--- config.mk ---
export PLATFORM = sky130hd
export DESIGN_NAME = gsr_top
export DESIGN_NICKNAME = d
export VERILOG_FILES = /design/src/rtl/gsr_pkg.sv /design/src/rtl/gsr_ctrl.sv /design/src/rtl/gsr_next.sv /design/src/rtl/gsr_stages.sv /design/src/rtl/gsr_top.sv
export SDC_FILE = /design/constraint.sdc
export NUM_CORES = 1
export LEC_CHECK = 0
export CAP_MARGIN = 20
export CORE_UTILIZATION = 30
export CTS_BUF_LIST = sky130_fd_sc_hd__clkbuf_16
export CTS_CLUSTER_DIAMETER = 40
export DETAILED_ROUTE_END_ITERATION = 8
export GPL_ROUTABILITY_DRIVEN = 0
export HOLD_SLACK_MARGIN = 0.02
export SLEW_MARGIN = 30
export SYNTH_ARGS = -nofsm -noshare
export SYNTH_HDL_FRONTEND = slang
export SYNTH_HIERARCHICAL = 1
export SYNTH_SLANG_ARGS = --single-unit
--- constraint.sdc ---
create_clock -name clk -period 1.2 [get_ports clk]
set_input_delay 0.24 -clock clk [delete_from_list [all_inputs] [get_ports clk]]
set_output_delay 0.24 -clock clk [all_outputs]
set_load 0.02 [all_outputs]
--- src/rtl/gsr_pkg.sv ---
package gsr_pkg;
  typedef enum logic {
    MODE_LOAD  = 1'b0,
    MODE_SHIFT = 1'b1
  } mode_e;
endpackage

--- src/rtl/gsr_ctrl.sv ---
module gsr_ctrl
  import gsr_pkg::*;
(
  input  logic inhibit,
  input  logic shift_ld,
  output logic load_en,
  output logic shift_en
);
  mode_e mode;

  always_comb begin
    mode     = mode_e'(shift_ld);
    load_en  = !inhibit && (mode == MODE_LOAD);
    shift_en = !inhibit && (mode == MODE_SHIFT);
  end
endmodule

--- src/rtl/gsr_next.sv ---
module gsr_next #(
  parameter int WIDTH = 8
) (
  input  logic [WIDTH-1:0] cur,
  input  logic [WIDTH-1:0] par,
  input  logic             ser,
  input  logic             load_en,
  input  logic             shift_en,
  output logic [WIDTH-1:0] nxt,
  output logic             upd
);
  logic [WIDTH-1:0] prev_bit;

  assign prev_bit[0] = ser;

  generate
    for (genvar i = 1; i < WIDTH; i++) begin : g_link
      assign prev_bit[i] = cur[i-1];
    end
    for (genvar i = 0; i < WIDTH; i++) begin : g_sel
      always_comb begin
        if (load_en)       nxt[i] = par[i];
        else if (shift_en) nxt[i] = prev_bit[i];
        else               nxt[i] = cur[i];
      end
    end
  endgenerate

  assign upd = load_en || shift_en;
endmodule

--- src/rtl/gsr_stages.sv ---
module gsr_stages #(
  parameter int WIDTH = 8
) (
  input  logic             clk,
  input  logic             clr_n,
  input  logic             upd,
  input  logic [WIDTH-1:0] nxt,
  output logic [WIDTH-1:0] stage
);
  always_ff @(posedge clk or negedge clr_n) begin
    if (!clr_n)   stage <= '0;
    else if (upd) stage <= nxt;
  end
endmodule

--- src/rtl/gsr_top.sv ---
module gsr_top #(
  parameter int WIDTH = 8
) (
  input  logic             clk,
  input  logic             clr_n,
  input  logic             inhibit,
  input  logic             shift_ld,
  input  logic             ser_in,
  input  logic [WIDTH-1:0] par_in,
  output logic             q_out
);
  localparam int LAST = WIDTH - 1;

  logic             load_en;
  logic             shift_en;
  logic             upd;
  logic [WIDTH-1:0] nxt;
  logic [WIDTH-1:0] stage;

  gsr_ctrl u_ctrl (
    .inhibit  (inhibit),
    .shift_ld (shift_ld),
    .load_en  (load_en),
    .shift_en (shift_en)
  );

  gsr_next #(.WIDTH(WIDTH)) u_next (
    .cur      (stage),
    .par      (par_in),
    .ser      (ser_in),
    .load_en  (load_en),
    .shift_en (shift_en),
    .nxt      (nxt),
    .upd      (upd)
  );

  gsr_stages #(.WIDTH(WIDTH)) u_stages (
    .clk   (clk),
    .clr_n (clr_n),
    .upd   (upd),
    .nxt   (nxt),
    .stage (stage)
  );

  assign q_out = stage[LAST];

  AST_CLR_ZERO: assert property (@(posedge clk) disable iff (!clr_n)
    $rose(clr_n) |-> stage == '0);

  AST_LOAD_CAPTURE: assert property (@(posedge clk) disable iff (!clr_n)
    (!inhibit && !shift_ld) |=> stage == $past(par_in));

  AST_SHIFT_MOVE: assert property (@(posedge clk) disable iff (!clr_n)
    (!inhibit && shift_ld) |=> (stage[0] == $past(ser_in)) &&
                               (stage[LAST:1] == $past(stage[LAST-1:0])));

  AST_INHIBIT_HOLD: assert property (@(posedge clk) disable iff (!clr_n)
    inhibit |=> $stable(stage));
endmodule

---- Word level (Yosys, flattened, before mapping) ----
Index checks and enable logic that the tools add are counted.
storage, ports and cells
  register bits ........................... 8
  output and inout port bits .............. 1
operators by class
  bitwise gates (word level) .............. 1
  reductions and logical operators ........ 6
  multiplexer cells ....................... 16
operators with widths
  cell                 number
  $mux W1              16
  $logic_and A1 B1 Y1  2
  $reduce_and A2 Y1    1
  $reduce_bool A2 Y1   1
  $logic_not A1 Y1     1
  $logic_or A1 B1 Y1   1
  $not A1 Y1           1

---- Longest topological paths before layout ----
  depth in word-level cells ............... 4
  depth in mapped cells ................... 5
  depth with buffers taken out ............ 4

---- Cells and area by module ----
The synthesis kept the hierarchy.
modules (own cells, without submodules)
  module      seq. area each (um^2)  cells each  area an instance (um^2)  times used
  gsr_stages  200.2                  17          331.6                    1
  gsr_next    0.0                    27          178.9                    1
  gsr_ctrl    0.0                    2           12.5                     1

---- Worst setup path after synthesis ----
OpenSTA, ideal clock, no wires.
  path type ............................... input port to flip-flop
  from .................................... in shift_ld
  to ...................................... reg u_stages.stage[0]
  library setup time ...................... 125 ps
  cell stages on the path ................. 5
  arrival time ............................ 1237 ps
  slack ................................... -163 ps
  cells stage by stage .................... nor2b_2 > buf_6 > or2_2 > buf_6 > mux2_4
between the ends
  word-level cells in the longest chain between the ends .. 4
ends and longest elaborated chain
  element                          line              RTL
  start: declaration               gsr_top.sv:7      input logic shift_ld,
  $not A1 Y1                       gsr_ctrl.sv:13    load_en = !inhibit && (mode == MODE_LOAD);
  $logic_and A1 B1 Y1              gsr_ctrl.sv:13
  $logic_or A1 B1 Y1 (*)           gsr_next.sv:29    assign upd = load_en || shift_en;
  named net upd                    gsr_top.sv:16     logic upd;
  $reduce_and A2 Y1 (no line) (*)  n/a
  end signal: assignment           gsr_stages.sv:12  else if (upd) stage <= nxt;
  end: declaration                 gsr_stages.sv:8   output logic [WIDTH-1:0] stage
The timed path passes the listed nets; every way through them passes the cells marked *.
A chain may end at the register's enable or synchronous reset.

---- Final worst setup path ----
  from .................................... reg u_stages.stage[7]
  to ...................................... out q_out
RTL lines
  element           line           RTL
  end: declaration  gsr_top.sv:10  output logic q_out
No word-level cell between the ends.

==> impl_results.rst <==
.. list-table::
   :header-rows: 1

   * - Metric
     - Value
   * - Status
     - finished, final reports clean
   * - CP Cell Sequence
     - dlygate4sd2_1
   * - Slowest library cell on the worst path
     - sky130_fd_sc_hd__dfrtp_1
   * - Highest cell delay on the worst timing path
     - 0.36 ns
   * - Share of power burned in combinational logic
     - 29.3%
   * - Max_cap viols
     - 0
   * - Leakage dissipation
     - 0.000347 uW
   * - Diodes inserted
     - 0
   * - Slew HR
     - 75.8%
   * - Yosys warnings
     - 6
   * - Slew Limit Fails
     - 0
   * - Post-synthesis sequential area ratio
     - 38.3%
   * - Synthesized netlist net count
     - 59
   * - Area of the multi-input gates
     - 299 sq um
   * - First-pass iteration count of the detailed router
     - 4
   * - Final setup TNS
     - 0 ns
   * - Power per Cell Area
     - 1860 mW/mm^2
   * - Flip-flop count of the largest register, all copies and words added
     - 8
   * - Final period utilization
     - 95.7%
   * - Die extent in y
     - 43.8 um
   * - WP data arrival
     - 0.91 ns
   * - Detailed Route Iter0 Violations
     - 2
   * - Kind of capture point of the worst setup path
     - output pin
   * - Buf+Inv Stages, Crit Path
     - 1
   * - Power Internal
     - 1070 uW
   * - Actual slew at the worst max-slew pin
     - 0.362 ns
   * - Hold Buf Count CTS
     - 0
   * - Count of state elements after synthesis
     - 8
   * - Area of the mapped netlist
     - 523 sq um
   * - Number of hold violations in the final report
     - 0
   * - Wire length of the first global-routing pass
     - 1780 um
   * - Post-synth top area share
     - 38.3%
   * - WHS
     - 0.292 ns
   * - Met1 Resource Use GR
     - 15.4%
   * - Cells after synthesis
     - 46
   * - FF/Latch Area
     - 200 sq um
   * - Largest registers
     - u_stages/stage x8
   * - Number of synthesized flops with an enable pin
     - 0
   * - Number of cells on the worst reg-to-reg path
     - 4
   * - R2r startpoint
     - u_stages/stage[7]$_DFFE_PN0P_
   * - HPWL after detailed placement
     - 706 um
   * - Horiz. Die Dim
     - 43.8 um
   * - GRT Residual Overflow
     - 0
   * - Floorplan Core Area
     - 0.00156 sq mm
   * - Vias post-DR
     - 384
   * - Setup slack on the worst flop-to-flop path
     - 0.13 ns
   * - TritonCTS Sinks
     - 8
   * - Post-synth top area cell
     - sky130_fd_sc_hd__dfrtp_1
   * - Count of different cell masters after synthesis
     - 9
   * - Fraction of power spent switching nets
     - 24.6%
   * - Number of cells on the critical path
     - 1
   * - Met3 global-route usage
     - 6.25%
   * - Type of the worst min-delay path
     - input pin to async pin
   * - Root Buffer
     - sky130_fd_sc_hd__clkbuf_16
   * - Fillers
     - 140
   * - Initial standard-cell utilization of the core
     - 33.5%
   * - Reg with most FFs
     - u_stages/stage
   * - Overall routed net length
     - 983 um
   * - Worst setup path class
     - flop to output pin
   * - Post-detailed-route wirelength per cell
     - 12.3 um
   * - Endpoint of the worst register-to-register path
     - u_stages/stage[7]$_DFFE_PN0P_
   * - H-tree lvl count
     - 1
   * - IO buf count
     - 13
   * - Number of antenna violations at the first check in global routing
     - 0
   * - Net load switching power
     - 350 uW
   * - Number of setup violations in the final report
     - 0
   * - Top Usage Layer GRT
     - met2
   * - Maximum ir drop on the vdd rail
     - 1.27 mV
   * - Detail Route Antenna Nets
     - 0
   * - Overall track demand over capacity in global routing
     - 13.2%
   * - Clock tree from TritonCTS
     - built
   * - Buffer levels on the longest clock path
     - 2
   * - Number of remaining DRC errors
     - 0
   * - Row count
     - 14
   * - Kind of start point of the critical path
     - flop
   * - Dominant synthesized flop cell
     - sky130_fd_sc_hd__dfrtp_1
   * - Die Outline Area
     - 0.00191 sq mm
   * - Async set-or-reset flop fraction in the synthesized netlist
     - 100%
   * - Share of final-layout standard cells stronger than drive strength 1
     - 32.8%
   * - Pin count of the biggest net entering global routing
     - 17
   * - Most instantiated cells after synthesis
     - sky130_fd_sc_hd__dfrtp_1, sky130_fd_sc_hd__mux2_4, sky130_fd_sc_hd__mux2i_1, sky130_fd_sc_hd__nand2_1, sky130_fd_sc_hd__o21ai_1
   * - Fraction of met2 tracks used by global routing
     - 21.5%
   * - Clock Pin Slew Worst Setup and Hold Paths
     - 0.04 ns
   * - Synthesis-to-layout area growth
     - 45.9%
   * - Required time at the endpoint of the critical path
     - 0.96 ns
   * - Worst Path Max Fanout
     - 2
   * - Clock period minus worst slack
     - 1.15 ns
   * - Average via count per standard cell
     - 4.80
   * - Dominant delay contributor by cell family on the critical path
     - flip-flops
   * - Achievable frequency
     - 871 MHz
   * - Sequential share of power
     - 31.9%
   * - Via count of the first global-routing pass
     - 408
   * - Final worst clock skew
     - 0.00258 ns
   * - Cts bufs inserted
     - 3
   * - Net count, final
     - 79
   * - Largest cells by area after synthesis
     - sky130_fd_sc_hd__dfrtp_1, sky130_fd_sc_hd__mux2_4, sky130_fd_sc_hd__mux2i_1
   * - Setup repair after global routing missed its margin
     - false
   * - Clock group share of total power
     - 38.8%
   * - Syn Area/Cell
     - 11.4 sq um
   * - Clock latency at the later pin of the worst-skew pair
     - 0.23 ns
   * - Ports
     - 14
==> worst max path at each step <==
stage	slack [ns]	to	start
after global routing	0.03	q_out	u_stages/stage[7]$_DFFE_PN0P_
final	0.05	q_out	u_stages/stage[7]$_DFFE_PN0P_
after detailed placement	-0.49	u_stages/stage[5]$_DFFE_PN0P_	shift_ld
after floorplan	-0.05	u_stages/stage[0]$_DFFE_PN0P_	shift_ld
after global placement	-0.48	u_stages/stage[5]$_DFFE_PN0P_	shift_ld
after CTS	0.02	u_stages/stage[5]$_DFFE_PN0P_	inhibit
==> final cells by class <==
type	count	area share, %
multi-input combinational	35	39.2
tap	16	2.62
clock buffer	3	9.84
sequential	8	26.2
timing repair buffer	18	22.1
==> cells by family (layout without fill, tap and decap cells) <==
logic type | Yosys count | in the layout | synth area share, %
flops | 8 | 8 | 38.3
buf+inv | 3 | 21 | 6.46
mux | 16 | 16 | 38.3
compound gates | 8 | 8 | 7.66
simple gates | 11 | 11 | 9.33
==> per-layer routing <==
| layer | wire length, um | up-vias |
|---|---|---|
| li1 | - | 199 |
| met3 | 26 | 0 |
| met1 | 460 | 179 |
| met5 | 0 | - |
| met2 | 496 | 6 |
| met4 | 0 | 0 |
==> through the flow <==
step                      worst slack (ns)  instances  cell area (sq um)  util [%]  power (uW)
final                               0.0514         80                763      49.0        1420
after global placement              -0.477         77                699      44.9         876
after global routing                0.0305         80                763      49.0        1500
after CTS                           0.0222         80                774      49.7        1440
after detailed placement            -0.489         77                699      44.9         883
after floorplan                    -0.0537         46                537         -         737
==> power by group through the flow <==
stage                     Combinational [uW]  Sequential (uW)  Clock [uW]
after detailed placement                 432              451           0
final                                    417              454         552
after CTS                                426              454         559
after global routing                     458              468         579
after global placement                   424              452           0
after floorplan                          291              446           0
==> repair_timing <==
action / 4_1_cts / 5_1_grt
setup endpoints to repair: 9 / 6
gates cloned: 0 / 0
pin swaps: 1 / 1
setup buffers: 0 / 0
hold endpoints to repair: 0 / 0
gates resized for setup: 6 / 2
==> cell usage in the layout (no fill, tap or decap) <==
cell / Yosys / routed
sky130_fd_sc_hd__nor2_2: 0 / 1
sky130_fd_sc_hd__buf_4: 0 / 4
sky130_fd_sc_hd__nand2_1: 8 / 8
sky130_fd_sc_hd__clkbuf_16: 0 / 3
sky130_fd_sc_hd__buf_12: 0 / 1
sky130_fd_sc_hd__clkbuf_2: 0 / 1
sky130_fd_sc_hd__dlygate4sd2_1: 0 / 1
sky130_fd_sc_hd__or2_4: 0 / 1
sky130_fd_sc_hd__mux2_4: 8 / 8
sky130_fd_sc_hd__clkdlybuf4s50_1: 0 / 10
sky130_fd_sc_hd__buf_2: 0 / 1
sky130_fd_sc_hd__mux2i_1: 8 / 8
sky130_fd_sc_hd__o21ai_1: 8 / 8
sky130_fd_sc_hd__dfrtp_1: 8 / 8
sky130_fd_sc_hd__nor2b_4: 0 / 1
(Power assumes the default switching activity.)
